## src/rtl/lut_cell_pkg.sv

```systemverilog
package lut_cell_pkg;
  localparam int LUT_K   = 4;
  localparam int LUT_N   = 1 << LUT_K;
  localparam int H_K     = 3;
  localparam int H_N     = 1 << H_K;
  localparam int NUM_OUT = 2;

  // Packed so that the first table lands at bit 0 of the word.
  typedef struct packed {
    logic [NUM_OUT-1:0] reg_out;
    logic [NUM_OUT-1:0] use_ext;
    logic [NUM_OUT-1:0] sel_h;
    logic [H_N-1:0]     h_tbl;
    logic [LUT_N-1:0]   g_tbl;
    logic [LUT_N-1:0]   f_tbl;
  } cell_cfg_t;

  localparam int CFG_W = $bits(cell_cfg_t);
endpackage

```

## src/rtl/lut_table.sv

```systemverilog
module lut_table #(
  parameter int K = 4,
  localparam int N = 1 << K
) (
  input  logic [N-1:0] tbl,
  input  logic [K-1:0] idx,
  output logic         y
);
  assign y = tbl[idx];
endmodule

```

## src/rtl/lut_cell_cfg.sv

```systemverilog
module lut_cell_cfg #(
  parameter int W = 46
) (
  input  logic         clk,
  input  logic         rst,
  input  logic         shift_en,
  input  logic         shift_bit,
  input  logic         done,
  output logic [W-1:0] cfg,
  output logic         user_mode
);
  always_ff @(posedge clk) begin
    if (rst) begin
      cfg       <= '0;
      user_mode <= 1'b0;
    end else if (!user_mode) begin
      if (shift_en) cfg <= {shift_bit, cfg[W-1:1]};
      if (done)     user_mode <= 1'b1;
    end
  end

  // done in configuration mode enters user mode
  a_r3_done_enters_user: assert property (@(posedge clk) disable iff (rst)
    (!user_mode && done) |=> user_mode);

  // user mode freezes the configuration and stays
  a_r10_cfg_frozen: assert property (@(posedge clk) disable iff (rst)
    user_mode |=> (user_mode && $stable(cfg)));

  // a shift moves the incoming bit to the top of the word
  a_r2_shift_in_top: assert property (@(posedge clk) disable iff (rst)
    (!user_mode && shift_en) |=> (cfg[W-1] == $past(shift_bit)));
endmodule

```

## src/rtl/lut_cell_ff.sv

```systemverilog
module lut_cell_ff (
  input  logic clk,
  input  logic rst,
  input  logic user_mode,
  input  logic ce,
  input  logic d_comb,
  input  logic d_ext,
  input  logic use_ext,
  input  logic reg_out,
  output logic out
);
  logic q;

  always_ff @(posedge clk) begin
    if (rst || !user_mode) q <= 1'b0;
    else if (ce)           q <= use_ext ? d_ext : d_comb;
  end

  always_comb begin
    if (!user_mode)   out = 1'b0;
    else if (reg_out) out = q;
    else              out = d_comb;
  end

  // flip-flop held clear in configuration mode
  a_r7_ff_held_clear: assert property (@(posedge clk) disable iff (rst)
    !user_mode |=> (q == 1'b0));

  // clock enable low holds the flip-flop
  a_r8_ce_hold: assert property (@(posedge clk) disable iff (rst)
    (user_mode && !ce) |=> (q == $past(q)));

  // loads the chosen data source when enabled
  a_r9_capture_source: assert property (@(posedge clk) disable iff (rst)
    (user_mode && ce) |=> (q == $past(use_ext ? d_ext : d_comb)));
endmodule

```

## src/rtl/lut_logic_cell.sv

```systemverilog
module lut_logic_cell
  import lut_cell_pkg::*;
(
  input  logic             clk,
  input  logic             rst,
  input  logic             cfg_shift,
  input  logic             cfg_bit,
  input  logic             cfg_done,
  input  logic             ce,
  input  logic [LUT_K-1:0] f_in,
  input  logic [LUT_K-1:0] g_in,
  input  logic             h_in,
  input  logic             ext_x,
  input  logic             ext_y,
  output logic             out_x,
  output logic             out_y
);
  logic [CFG_W-1:0]   cfg_bits;
  cell_cfg_t          cfg;
  logic               user_mode;
  logic               f_y, g_y, h_y;
  logic [NUM_OUT-1:0] stage1, comb, ext, outs;

  lut_cell_cfg #(.W(CFG_W)) u_cfg (
    .clk(clk), .rst(rst), .shift_en(cfg_shift), .shift_bit(cfg_bit),
    .done(cfg_done), .cfg(cfg_bits), .user_mode(user_mode)
  );
  assign cfg = cell_cfg_t'(cfg_bits);

  lut_table #(.K(LUT_K)) u_f (.tbl(cfg.f_tbl), .idx(f_in), .y(f_y));
  lut_table #(.K(LUT_K)) u_g (.tbl(cfg.g_tbl), .idx(g_in), .y(g_y));
  lut_table #(.K(H_K))   u_h (.tbl(cfg.h_tbl), .idx({h_in, g_y, f_y}), .y(h_y));

  assign stage1 = {g_y, f_y};
  assign ext    = {ext_y, ext_x};

  for (genvar i = 0; i < NUM_OUT; i++) begin : g_out
    assign comb[i] = cfg.sel_h[i] ? h_y : stage1[i];
    lut_cell_ff u_ff (
      .clk(clk), .rst(rst), .user_mode(user_mode), .ce(ce),
      .d_comb(comb[i]), .d_ext(ext[i]), .use_ext(cfg.use_ext[i]),
      .reg_out(cfg.reg_out[i]), .out(outs[i])
    );
  end

  assign out_x = outs[0];
  assign out_y = outs[1];

  // configuration mode keeps both outputs at 0
  a_r7_outputs_quiet: assert property (@(posedge clk) disable iff (rst)
    !user_mode |-> (out_x == 1'b0 && out_y == 1'b0));

  // reset leaves configuration mode active
  a_r1_reset_to_cfg: assert property (@(posedge clk)
    rst |=> !user_mode);
endmodule

```

## config.mk

```make
export PLATFORM = sky130hd
export DESIGN_NAME = lut_logic_cell
export DESIGN_NICKNAME = d
export VERILOG_FILES = /design/src/rtl/lut_cell_pkg.sv /design/src/rtl/lut_table.sv /design/src/rtl/lut_cell_cfg.sv /design/src/rtl/lut_cell_ff.sv /design/src/rtl/lut_logic_cell.sv
export SDC_FILE = /design/constraint.sdc
export NUM_CORES = 1
export LEC_CHECK = 0
export ABC_AREA = 1
export BUFFER_PORTS_ARGS = -buffer_cell sky130_fd_sc_hd__buf_4
export CAP_MARGIN = 20
export CORE_ASPECT_RATIO = 0.75
export CORE_UTILIZATION = 29
export CTS_BUF_LIST = sky130_fd_sc_hd__clkbuf_8
export CTS_CLUSTER_DIAMETER = 30
export DETAILED_ROUTE_END_ITERATION = 8
export PLACE_DENSITY = 0.44
export SLEW_MARGIN = 40
export SYNTH_ARGS = -nofsm -noshare
export SYNTH_HDL_FRONTEND = slang
export SYNTH_SLANG_ARGS = --single-unit
```

## constraint.sdc

```tcl
create_clock -name clk -period 1.8 [get_ports clk]
set_input_delay 0.18 -clock clk [delete_from_list [all_inputs] [get_ports clk]]
set_output_delay 0.18 -clock clk [all_outputs]
set_load 0.03 [all_outputs]
```

==> results.txt <==
Outcome = complete, but fails checks
Failing checks = setup timing
Clock Skews = 0.00591 ns
DP Cell Count = 412
Hold EP = u_cfg.user_mode
Min-Delay Startpoint = cfg_done
First-pass DRT Iterations = 4
Die width = 101 µm
R2R Path Start = u_cfg.cfg[2]
DRT iter0 DRCs = 82
Sequential area share after synthesis = 0.457
DRT Wirelength = 5180 µm
Post-synth cell types = 18
Worst slew margin = 0.714
CP arrival = 1.89 ns
DR vias = 1984
Final WS setup = -0.275 ns
CP Cell Sequence = inv_2, o21ai_2, nand2_1, nand3_2, nand3_4, nand2_4, nand2_1, nand3_2, nand3_2, nand2_2, nand2_2, a31oi_4, buf_6
NetSw = 693 µW
Yosys warnings = 0
Hold depth = 3
Commonest register cell after synthesis = dfxtp_1
Worst VDD drop = 322 µV
Final #Nets = 347
Wire length per cell = 12.1 µm
Area after DPL = 2370 µm²
Final TNS setup = -0.771 ns
Largest net degree at the start of global routing = 49
FF+latch count, synth = 49
Synth Net Count = 324
Top cell by count, worst path = nand3_2
Comb power frac = 0.184
Max frequency = 482 MHz
Remaining DRCs = 0
WP depth = 13
CTS tree = yes
Number of synthesized flops with an enable pin = 0
Cells after Synth = 307
Clock Power Share = 0.304
Worst setup SP type = flop
N_diodes = 0
Die height = 76.5 µm
Crit path max-delay family = simple AND/OR/NAND/NOR gates
Skew-Pair Late Insertion Delay = 0.30 ns
Total gr overflow = 0
Register share of total power = 0.512
H-Tree Depth = 2
Die ar. = 7760 µm²
Hold Buf Count CTS = 0
Tightest Hold Check Type = in -> reg
R2r setup slk = -0.25 ns
Final hold vios = 0
Critical path's slowest cell = dfxtp_2
Avg Synthesized Cell Area = 7.00 µm²
Pre-CTS WS = -0.0637 ns
I/O Pins = 19
Initial antenna violation count = 0
Final Non-Filler Cells = 429
Hold WS = 0.0688 ns
Max Cap Violations = 0
Tmin final = 2.07 ns
Gpl congestion = 0.782
Unrepaired setup endpoints after global routing = yes
CTS Root Cell = clkbuf_8
Post-route cell area = 2650 µm²
Clk slew on worst S/H paths = 0.09 ns
Fraction of layout cells with a size suffix above 1 = 0.239
Critical Path Fanout Max = 5
CP peak stage delay = 0.35 ns
Worst-Margin Slew = 0.430 ns
Reg2Reg Capture Point = g_out[0].u_ff.q
Hpwl dp = 3360 µm
Starting density of the core = 0.307
Post-synthesis cell area = 2150 µm²
Internal = 1.70 mW
Clock Sinks = 49
Core ar. = 6990 µm²
First-pass GRT wire length = 8650 µm
CP Class = reg -> out
Final cycle utilization of the critical path = 1.15
Number of global-route vias before repair = 1820
GRT Overall Usage = 0.143
TritonCTS buffer count = 5
Drt via density = 4.62
P&R area growth vs syn = 23.5%
Longest Clk Path Bufs = 2
Rows = 26
R2R cell count = 18
# port buffers = 18
Leakage = 1.11 nW
Post-synth top area cell = dfxtp_1
Antenna Nets Post-Route = 0
Final Setup Violations = 3
Buf/Inv on CP = 2
Slew Viols, Final = 0
Synth top area cells = dfxtp_1 (46%), o21ai_0 (12%), a21oi_1 (8.6%), nand2_1 (7.5%), inv_1 (6.6%)
Count leader, synth = o21ai_0
Pwr dens = 901 nW/µm²
Synth top area share = 0.457
Switching part of the total = 0.290
Crit end category = output pin
WP data required = 1.62 ns
Asr flop ratio synth = 0
Top post-synthesis cells by count = o21ai_0 (51), dfxtp_1 (49), nand2_1 (43), inv_1 (38), a21oi_1 (37)
metrics by stage:
stage                     utilization  total power, mW
after detailed placement        0.339             1.62
after CTS                       0.365             2.37
final                           0.379             2.39
after global placement          0.339             1.62
after global routing            0.379             2.53
after floorplan                     -             1.50
repair_timing:
action,in CTS,in global routing
endpoints found under the setup margin,2,4
pin swaps,8,15
buffers inserted,9,1
gates resized for setup,12,29
tightest hold or removal path, stage by stage:
cell	delay, ns
buf_4	0.08
nand2_1	0.04
nand2_1	0.05
layout by cell type, fill, tap and decap left out:
cell       n
inv_1     29
clkbuf_8   7
buf_6      3
clkinv_2   1
dfxtp_1   42
o211ai_1   2
nand3b_1   1
nor2_1    30
a31oi_1    1
nand3_4    1
a31oi_4    1
a21oi_2    1
nand2_4    1
clkinv_1   1
nand2_2    6
o21ai_2    3
nand3_1   20
a21oi_1   36
o21ai_0   49
o21ai_1    3
inv_2     10
nand3_2    9
nand2_1   38
dfxtp_2    7
buf_4     29
state kept, by name, summed over array words and instances, names as in the netlist:
register and count:
u_cfg.user_mode 1, u_cfg.cfg 46, g_out.u_ff.q 2
metal layers:
| layer | global-route usage | vias up | part of all wire |
|---|---|---|---|
| met5 | 0 | - | 0 |
| met4 | 0.0507 | 0 | 0.012 |
| met3 | 0.0349 | 7 | 0.034 |
| met2 | 0.201 | 28 | 0.41 |
| met1 | 0.209 | 896 | 0.54 |
| li1 | - | 1053 | - |
worst max path at each step:
stage                             start  endpoint  slack, ns
final                      u_cfg.cfg[2]     out_x      -0.27
after global routing      u_cfg.cfg[16]     out_x      -0.43
after CTS                  u_cfg.cfg[2]     out_x      -0.32
after detailed placement        f_in[0]     out_x      -0.06
after global placement          g_in[0]     out_x     -0.002
after floorplan            u_cfg.cfg[2]     out_y       0.02
logic make-up after synthesis:
family	share of synthesized area
AND/OR/NAND/NOR	0.211
AO/OA/AOI/OAI	0.227
buffers and inverters	0.105
flip-flops	0.457
cell type report:
type | count | area (µm²)
fill | 768 | 4340
multi-input combinational | 202 | 1040
sequential | 49 | 990
timing repair buffer | 32 | 251
inverter | 40 | 150
tap | 98 | 123
clock buffer | 7 | 96.3
clock inverter | 1 | 5.00
power by group through the flow:
stage | sequential [mW] | combinational, mW | clock [mW]
after floorplan | 1.23 | 0.273 | 0
after global placement | 1.24 | 0.374 | 0
after detailed placement | 1.24 | 0.377 | 0
after CTS | 1.22 | 0.400 | 0.753
after global routing | 1.24 | 0.503 | 0.795
final | 1.22 | 0.440 | 0.727
(Power assumes the default switching activity.)
